===== src/rtl/rst_cause_pkg.sv =====
package rst_cause_pkg;
  localparam int WORD_W   = 32;
  localparam int BIT_POR  = 31;
  localparam int BIT_SPOR = 30;
  localparam int BIT_SXIR = 29;
  localparam int BIT_BPOR = 28;
  localparam int BIT_BXIR = 27;
  localparam logic [WORD_W-1:0] KEEP_MASK = 32'hF800_0000;
  localparam logic [WORD_W-1:0] W1C_MASK  = 32'h9800_0000;
  localparam logic [WORD_W-1:0] W1S_MASK  = 32'h6000_0000;
  localparam logic [WORD_W-1:0] POR_VALUE = 32'h8000_0000;
endpackage


===== src/rtl/rst_cause_count.sv =====
module rst_cause_count #(
  parameter int CNT_W = 4
) (
  input  logic             clk,
  input  logic             rst,
  input  logic             inc_i,
  input  logic             clr_i,
  output logic [CNT_W-1:0] cnt_o,
  output logic             zero_o
);
  localparam logic [CNT_W-1:0] CNT_MAX = {CNT_W{1'b1}};

  logic [CNT_W-1:0] cnt_q;

  always_ff @(posedge clk) begin
    if (rst)
      cnt_q <= '0;
    else if (clr_i)
      cnt_q <= '0;
    else if (inc_i && cnt_q != CNT_MAX)
      cnt_q <= cnt_q + 1'b1;
  end

  assign cnt_o  = cnt_q;
  assign zero_o = (cnt_q == '0);
endmodule


===== src/rtl/rst_cause_bits.sv =====
module rst_cause_bits
  import rst_cause_pkg::*;
(
  input  logic              clk,
  input  logic              rst,
  input  logic              sys_evt_i,
  input  logic              first_i,
  input  logic              wr_i,
  input  logic [WORD_W-1:0] wval_i,
  input  logic              btn_por_i,
  input  logic              btn_xir_i,
  output logic [WORD_W-1:0] stat_o
);
  for (genvar i = 0; i < WORD_W; i++) begin : g_bit
    if (W1C_MASK[i] || W1S_MASK[i]) begin : g_live
      localparam logic LOAD_VAL = (i == BIT_POR);
      logic bit_q;
      logic btn_set;
      if (i == BIT_BPOR) begin : g_bp
        assign btn_set = btn_por_i;
      end else if (i == BIT_BXIR) begin : g_bx
        assign btn_set = btn_xir_i;
      end else begin : g_nb
        assign btn_set = 1'b0;
      end

      always_ff @(posedge clk) begin
        if (rst) begin
          bit_q <= 1'b0;
        end else if (sys_evt_i && first_i) begin
          bit_q <= LOAD_VAL;
        end else begin
          if (!sys_evt_i && wr_i && wval_i[i])
            bit_q <= W1S_MASK[i];
          if (btn_set)
            bit_q <= 1'b1;
        end
      end
      assign stat_o[i] = bit_q;
    end else begin : g_zero
      assign stat_o[i] = 1'b0;
    end
  end
endmodule


===== src/rtl/rst_cause_req.sv =====
module rst_cause_req (
  input  logic clk,
  input  logic rst,
  input  logic fire_i,
  output logic pulse_o
);
  logic pulse_q;

  always_ff @(posedge clk) begin
    if (rst)
      pulse_q <= 1'b0;
    else
      pulse_q <= fire_i;
  end

  assign pulse_o = pulse_q;
endmodule


===== src/rtl/rst_cause_reg.sv =====
module rst_cause_reg
  import rst_cause_pkg::*;
#(
  parameter int CNT_W = 4
) (
  input  logic        clk,
  input  logic        rst,
  input  logic        sys_rst_i,
  input  logic        btn_por_i,
  input  logic        btn_xir_i,
  input  logic        acc_en_i,
  input  logic        acc_we_i,
  input  logic        acc_hi_i,
  input  logic [31:0] wdata_i,
  output logic [31:0] rdata_o,
  output logic        rst_req_o
);
  logic [WORD_W-1:0] wval;
  logic              wr_ok;
  logic              rd_ok;
  logic              first;
  logic [CNT_W-1:0]  cnt_q;
  logic [WORD_W-1:0] stat_q;
  logic [WORD_W-1:0] rdata_q;

  assign wval  = wdata_i & KEEP_MASK;
  assign wr_ok = acc_en_i && acc_we_i && acc_hi_i && !sys_rst_i;
  assign rd_ok = acc_en_i && !acc_we_i;

  rst_cause_count #(.CNT_W(CNT_W)) u_count (
    .clk    (clk),
    .rst    (rst),
    .inc_i  (sys_rst_i),
    .clr_i  (wr_ok && wval[BIT_SPOR]),
    .cnt_o  (cnt_q),
    .zero_o (first)
  );

  rst_cause_bits u_bits (
    .clk       (clk),
    .rst       (rst),
    .sys_evt_i (sys_rst_i),
    .first_i   (first),
    .wr_i      (wr_ok),
    .wval_i    (wval),
    .btn_por_i (btn_por_i),
    .btn_xir_i (btn_xir_i),
    .stat_o    (stat_q)
  );

  rst_cause_req u_req (
    .clk     (clk),
    .rst     (rst),
    .fire_i  (wr_ok && (wval[BIT_SPOR] || wval[BIT_SXIR])),
    .pulse_o (rst_req_o)
  );

  always_ff @(posedge clk) begin
    if (rst)
      rdata_q <= '0;
    else if (rd_ok)
      rdata_q <= acc_hi_i ? stat_q : '0;
  end

  assign rdata_o = rdata_q;
endmodule


===== config.mk =====
export PLATFORM = sky130hd
export DESIGN_NAME = rst_cause_reg
export DESIGN_NICKNAME = d
export VERILOG_FILES = /design/src/rtl/rst_cause_pkg.sv /design/src/rtl/rst_cause_count.sv /design/src/rtl/rst_cause_bits.sv /design/src/rtl/rst_cause_req.sv /design/src/rtl/rst_cause_reg.sv
export SDC_FILE = /design/constraint.sdc
export NUM_CORES = 1
export LEC_CHECK = 0
export ABC_CLOCK_PERIOD_IN_PS = 1550
export CAP_MARGIN = 20
export CORE_MARGIN = 5
export CORE_UTILIZATION = 31
export DETAILED_ROUTE_END_ITERATION = 10
export PLACE_DENSITY_LB_ADDON = 0.1
export SYNTH_ARGS = -nofsm -noshare
export SYNTH_HDL_FRONTEND = slang
export SYNTH_SLANG_ARGS = --single-unit

===== constraint.sdc =====
create_clock -name clk -period 1.55 [get_ports clk]
set_input_delay 0.31 -clock clk [delete_from_list [all_inputs] [get_ports clk]]
set_output_delay 0.31 -clock clk [all_outputs]
set_load 0.005 [all_outputs]

==> results, run 1 <==
- The final HPWL from detailed placement is 1340 µm.
- Based on the critical path, the design can be clocked at up to 696 MHz.
- The first-pass GRT wire length is 2700 µm.
- The worst setup path is captured at an output port.
- After synthesis the netlist holds a flip-flop and latch count of 15.
- The initial antenna violation count is 0.
- Dividing the detail-routed wire length by the instance count gives 10.4 µm.
- The sum of buffers and inverters on the critical path is 1.
- The critical path goes through clkdlybuf4s50_1.
- The type of origin of the critical path is a flip-flop.
- The antenna diode count is 0.
- The endpoint required time on the critical path is 1240 ps.
- The clock reaches the later pin of the worst-skew pair after 290 ps.
- On the critical path the largest part of the delay comes from buffers and inverters.
- The average vias per placed instance is 4.24.
- In this run the mean area of a mapped cell was 8.54 µm².
- The setup slack at placement is -74.5 ps.
- Buffers placed on the I/O ports in this run total 18.
- The cell count after synthesis came out at 99.
- The number of endpoints with negative hold slack in the final report is 0.
- The standard cell with the maximum stage delay on the critical path is sky130_fd_sc_hd__clkdlybuf4s50_1.
- The largest net degree at the start of global routing is 10.
- The max-slew violation count is 0.
- The clock tree root buffer cell is sky130_fd_sc_hd__clkbuf_4.
- The worst hold path belongs to the class flip-flop to flip-flop.
- Setup repair after global routing left no endpoint under its margin.
- Synthesis instantiated 26 different standard cells from the library.
- After detailed routing, the number of remaining DRC violations is 0.
- Measured along the y axis, the die boundary spans 62.2 µm.
- The register area share after synthesis is 35.5%.
- The count of cells in the finished layout, fillers not included, comes to 155.
- After floorplanning, the core was divided into 19 placement rows.
- For the finished layout, the period the worst path requires is 1440 ps.
- The congestion estimate from routability-driven global placement came to 0.781.
- The analysis attributes to cell leakage a power of 0.423 nW.
- The clock transition at the registers of the reported paths is 100 ps.
- The number of max-capacitance violations reported is 0.
- Setup violations remaining at the end of the flow were counted as 0.
- The run finished with clean final reports.
- The total number of yosys warnings is 0.
- The total congestion overflow is 0.
- At the worst endpoint, the arrival time is 1130 ps.
- Along the worst path, the maximum fanout reaches 2.
- On the final layout, the worst clock skew is 12.5 ps.
- The total iterations of the first detailed-routing run is 4.
- After routing the design area is 1020 µm².
- Once detail routing completed, the nets flagged for antenna violations numbered 0.
- The placeable core region is 2690 µm².
- The area added between synthesis and finish is 20.3%.
- The instance area at placement is 990 µm².
- The synthesized area is 846 µm².
- In this run the post-CTS setup repair buffer count came out at 0.
- Power spread over the standard cell area amounts to 739 nW/µm².
- Of the cells placed in the final design, the portion with a size suffix greater than 1 is 11.3%.
- The layout net count is 167.
- The worst setup path is of the flip-flop to output port kind.
- The routed wire length is 1610 µm.
- The effective utilization at floorplan is 31.5%.
- The H-tree depth is 1.
- The routed layout has 657 vias.
- The area of the die is 3870 µm².
- The minimum setup slack in the final design is 114 ps.
- The portion of the clock cycle consumed by the worst path in the final layout is 92.7%.
- The number of clock sinks seen by CTS is 15.
- The die is 62.2 µm wide.
- In this run, post-CTS hold repair placed 0 buffers.
- IR analysis of the VDD net gives a maximum drop of 0.000337 V.
- The number of cells in the design after placement is 151.
- The clock tree from TritonCTS is built.
- The number of buffers on the longest clock path is 2.
- The total track usage is 8.44%.
- The number of placed I/O pins is 73.
- The number of design-rule violations left by the first detailed-router iteration is 3.
- On the final layout, the worst hold slack is 453 ps.
- The number of clock buffers inserted by TritonCTS is 3.
- The number of gates resized after CTS was 0.
- The layout has 292 filler cells.
- The via count of the first global-routing pass came to 630.
- On the worst path, the slowest cell contributes a delay of 500 ps.
-- cell usage after synthesis (all sizes together) --
cell / instances / area [µm²]
a211oi: 2 / 20.0
a21boi: 2 / 15.0
a21o: 1 / 15.0
a21oi: 10 / 50.1
and3: 1 / 6.26
and4b: 1 / 10.0
and4bb: 1 / 12.5
buf: 28 / 214
clkbuf: 1 / 3.75
conb: 1 / 3.75
dfxtp: 15 / 300
ha: 2 / 25.0
inv: 4 / 15.0
nand2: 6 / 22.5
nand2b: 1 / 6.26
nand3: 8 / 40.0
nand4: 1 / 6.26
nor2: 3 / 11.3
nor2b: 1 / 6.26
nor3: 5 / 30.0
nor3b: 1 / 7.51
o21a: 2 / 15.0
o21ai: 2 / 10.0
-- stage by stage --
step / TNS [ps] / utilization [%] / power, mW
floorplan: 0 / - / 0.520
global placement: -363 / 36.8 / 0.533
detailed placement: -318 / 36.8 / 0.534
CTS: 0 / 37.9 / 0.767
global route: 0 / 37.9 / 0.808
finish: 0 / 37.9 / 0.752
-- cell families after synthesis --
logic type,Yosys count,synth area share [%]
AO/OA/AOI/OAI,19,14.8
adder cells (fa/ha/maj),2,2.96
buffers and inverters,33,27.5
flip-flops,15,35.5
other,1,0.443
AND/OR/NAND/NOR,29,18.8
-- sequential cells by signal (all words and copies together) (netlist names) --
name and count:
u_req.pulse_o 1, u_count.cnt_o 4, u_bits.g_bit.g_live.bit_q 5, rdata_o 5
-- per-layer routing --
layer	routed length [µm]	global-route usage (%)
met5	0	0
met4	8	4.07
met3	134	3.24
met2	822	13.6
met1	644	9.66
-- report_power, final --
part           internal [mW]  switching (mW)  total (mW)
Clock                 0.0957           0.130       0.226
Combinational         0.0612          0.0580       0.119
Sequential             0.398         0.00814       0.407
-- path summary, 6_finish.rpt --
kind / slack [ps] / cells after the start / endpoint / startpoint
min reg2reg: 450 / 2 / rdata_o[31]$_SDFFE_PP0P_ / rdata_o[31]$_SDFFE_PP0P_
max reg2reg: 310 / 5 / u_bits.g_bit[29].g_live.bit_q$_SDFFE_PP0P_ / u_count.cnt_o[0]$_SDFFE_PP0P_
min: 450 / 2 / rdata_o[31]$_SDFFE_PP0P_ / rdata_o[31]$_SDFFE_PP0P_
max: 110 / 1 / rdata_o[30] / rdata_o[30]$_SDFFE_PP0P_
-- layout by cell type, fill, tap and decap left out, types with 2 or more instances in the layout --
cell type,instances
sky130_fd_sc_hd__a21oi_1,10
sky130_fd_sc_hd__dfxtp_1,15
sky130_fd_sc_hd__nor2_1,3
sky130_fd_sc_hd__o21a_1,2
sky130_fd_sc_hd__nor3_1,4
sky130_fd_sc_hd__nand3_1,8
sky130_fd_sc_hd__o21ai_0,2
sky130_fd_sc_hd__buf_4,6
sky130_fd_sc_hd__inv_1,4
sky130_fd_sc_hd__nand2_1,6
sky130_fd_sc_hd__conb_1,27
sky130_fd_sc_hd__clkdlybuf4s50_1,18
sky130_fd_sc_hd__ha_1,2
sky130_fd_sc_hd__a21boi_0,2
sky130_fd_sc_hd__clkbuf_4,3
-- layout make-up --
type,instances,area (µm²),area share [%]
Sequential cell,15,300,29.5
Clock inverter,1,5.00,0.492
Inverter,4,15.0,1.48
Timing Repair Buffer,24,225,22.1
Tap cell,31,38.8,3.81
Multi-Input combinational cell,77,410,40.3
Clock buffer,3,22.5,2.21
Power figures use the tool's default switching activity.
==> run 2, diff against run 1 <==
- CELL_PAD_IN_SITES_DETAIL_PLACEMENT: default -> 0
- CELL_PAD_IN_SITES_GLOBAL_PLACEMENT: default -> 1
- CORE_UTILIZATION: 31 -> 32
- SYNTH_HIERARCHICAL: default -> 1
==> run 2 against run 1 <==
Hold slack worse by 3.3 ps. Total power grew to 2.8 times the previous value. Die area is 97% higher. Critical endpoint is now rdata_o[13].
==> results, run 2 <==
- The worst setup path is launched from a flip-flop.
- The launching point of the worst reg2reg path is u_count/cnt_o[0]$_SDFFE_PP0P_.
- The worst path arrival time came to 1160 ps (+30 ps).
- The placeable core region is 5890 µm² (+120%).
- The number of placed I/O pins came to 73 (unchanged).
- The number of buffers on the longest clock path is 2 (unchanged).
- The portion of the clock cycle consumed by the worst path in the final layout was 95.0% (+2.4 points).
- The worst hold-check slack is 450 ps (-3.32 ps).
- The total of cells resized after clock tree synthesis is 0 (unchanged).
- The antenna violation net count after detailed routing is 0 (unchanged).
- The routability congestion estimate from global placement is 0.715 (-8.5%).
- The number of design-rule violations left by the first detailed-router iteration is 62 (+59).
- The max-slew violation count is 0 (unchanged).
- The total iterations of the first detailed-routing run is 5 (+1).
- The peak supply drop came to 0.000392 V (+16%).
- The number of clock sinks seen by CTS was 42 (+27).
- The worst setup path endpoint is rdata_o[13].
- Leaving out fill and tap cells, the most frequent cells in the layout are sky130_fd_sc_hd__clkdlybuf4s50_1 (45), sky130_fd_sc_hd__dfxtp_1 (42), sky130_fd_sc_hd__a21oi_1 (36), sky130_fd_sc_hd__nand3_1 (35), sky130_fd_sc_hd__nand2_1 (33).
- The synthesized area is 1920 µm² (+130%).
- The final HPWL from detailed placement is 2860 µm (+110%).
- The layout net count came to 315 (+89%).
- The largest stage delay on the critical path is 520 ps (+20 ps).
- The flow ran to the end, and the final reports show no timing, DRC or antenna violations.
- The average wire per standard cell was 11.9 µm (+14%).
- The area growth from synthesis to layout is 26.4%.
- The synthesized area per cell is 8.37 µm² (-2.0%).
- The worst clock skew came to 5.77 ps (-6.76 ps).
- The largest net degree at the start of global routing was 33 (+23).
- Setup repair after global routing left no endpoint under its margin.
- The area of the die was 7640 µm² (+97%).
- The number of buffers inserted by post-CTS setup repair is 0 (unchanged).
- The power density of the placed cells is 867 nW/µm² (+17%).
- The register-to-register setup slack is 250 ps (-60 ps).
- The number of buffers inserted by hold repair at cts is 0 (unchanged).
- The register with the most flip-flops in the layout has 32 of them.
- The instance area at placement is 2330 µm² (+140%).
- On the critical path the largest part of the delay comes from buffers and inverters.
- The global routing met3 resource utilization came to 5.68% (+2.4 points).
- The antenna diode count is 0 (unchanged).
- The average vias per placed instance is 4.24 (about the same).
- The achievable frequency is 679 MHz (-2.5%).
- The met2 global-route usage is 17.9% (+4.3 points).
- The first-pass GRT wire length came to 7040 µm (+160%).
- The depth of the worst register-to-register path is 5 (unchanged).
- The worst setup path is captured at an output port.
- The via count of the first global-routing pass is 1447 (+130%).
- The reported leakage power is 0.898 nW (+110%).
- The standard cell with the maximum stage delay on the critical path is sky130_fd_sc_hd__clkdlybuf4s50_1.
- The clock transition at the registers of the reported paths is 80 ps (-20 ps).
- The post-route minimum period is 1470 ps (+36.4 ps).
- The total congestion overflow came to 0 (unchanged).
- The worst hold path belongs to the class flip-flop to flip-flop.
- The number of gates on the worst path with buffers counted came to 1 (unchanged).
- The clock tree from TritonCTS is built.
- The number of max-capacitance violations reported is 0 (unchanged).
- The cell area after layout is 2420 µm² (+140%).
- The start point of the critical path is rdata_o[13]$_SDFFE_PP0P_.
- Walking the worst path, the cells encountered are clkdlybuf4s50_1.
- The met1 track demand over resource in global routing is 15.0% (+5.3 points).
- The gate count after technology mapping is 229 (+130%).
- The number of core rows is 28 (+9).
- The routed wire length was 4140 µm (+160%).
- The total track usage is 11.8% (+3.4 points).
- The layer flagged by global routing as most heavily used is met2.
- The commonest non-fill, non-tap cell in the layout is sky130_fd_sc_hd__clkdlybuf4s50_1.
- The worst setup path is of the flip-flop to output port kind.
- The total number of yosys warnings was 6 (+6).
- The initial antenna violation count is 0 (unchanged).
- The highest fanout seen on the critical path is 2 (unchanged).
- The count of port buffers added during placement came to 45 (+27).
- The endpoint required time on the critical path is 1240 ps (about the same).
- The post-route setup TNS is 0 ps (unchanged).
- The final-report setup violation count is 0 (unchanged).
- The number of clock buffers inserted by TritonCTS is 5 (+2).
- The destination of the worst register-to-register timing path is u_bits/g_bit[28].g_live.bit_q$_SDFFE_PP0P_.
- The sum of buffers and inverters on the critical path is 1 (unchanged).
- The number of DRC violations after detailed routing is 0 (unchanged).
- The fraction of final layout cells with drive strength greater than 1 came to 8.76% (-2.5 points).
- The height of the chip came to 87.4 µm (+40%).
- The H-tree depth is 2 (+1).
- The die outline width is 87.4 µm (+40%).
- The number of endpoints with negative hold slack in the final report is 0 (unchanged).
- The clock tree root buffer cell is sky130_fd_sc_hd__clkbuf_8.
- The total via count in the routed design is 1479 (+130%).
- The effective utilization at floorplan came to 32.6% (+1.1 points).
- The clock latency of the later-clocked register in the worst-skew pair is 290 ps (about the same).
## run 2: report_power, final
group	internal [mW]	switching (mW)	total [mW]
clock	0.360	0.368	0.727
combinational	0.123	0.121	0.244
sequential	1.11	0.0184	1.13
total	1.59	0.507	2.10
## run 2: worst register-to-register path: stages, from the launching register on
cell and delay [ps]:
sky130_fd_sc_hd__dfxtp_1 380, sky130_fd_sc_hd__inv_1 70, sky130_fd_sc_hd__ha_1 200, sky130_fd_sc_hd__nor3b_1 150, sky130_fd_sc_hd__a21o_2 260, sky130_fd_sc_hd__nor3_2 160
## run 2: worst min path at each step
stage                                               startpoint                                    endpoint  slack (ps)  cells after the start
finish              u_bits/g_bit[30].g_live.bit_q$_SDFFE_PP0P_  u_bits/g_bit[30].g_live.bit_q$_SDFFE_PP0P_         450                      2
global route                          rdata_o[15]$_SDFFE_PP0P_                    rdata_o[15]$_SDFFE_PP0P_         470                      2
CTS                                    rdata_o[3]$_SDFFE_PP0P_                     rdata_o[3]$_SDFFE_PP0P_         450                      2
detailed placement                    rdata_o[31]$_SDFFE_PP0P_                    rdata_o[31]$_SDFFE_PP0P_         440                      2
global placement    u_bits/g_bit[30].g_live.bit_q$_SDFFE_PP0P_  u_bits/g_bit[30].g_live.bit_q$_SDFFE_PP0P_         440                      2
floorplan                                                  rst                    u_req/pulse_o$_SDFF_PP0_         370                      1
## run 2: layout make-up
class | count | area [µm²]
clock buffer | 7 | 86.3
clock inverter | 1 | 5.00
fill | 626 | 3460
inverter | 6 | 22.5
multi-input combinational | 161 | 822
sequential | 42 | 841
tap | 75 | 93.8
timing repair buffer | 57 | 553
## run 2: routing by layer
layer  vias to the layer above  part of all wire, %
li1                        798                    -
met1                       647                   47
met2                        29                   46
met3                         5                  6.0
met4                         0                  1.2
met5                         -                    0
## run 2: stage by stage
step                utilization [%]  power (mW)  instances  worst slack (ps)
floorplan                         -        1.34        255               259
global placement               39.6        1.40        341              -177
detailed placement             39.6        1.40        341              -205
CTS                            41.2        2.14        349              58.0
global route                   41.2        2.24        349              14.8
finish                         41.2        2.10        349              77.5
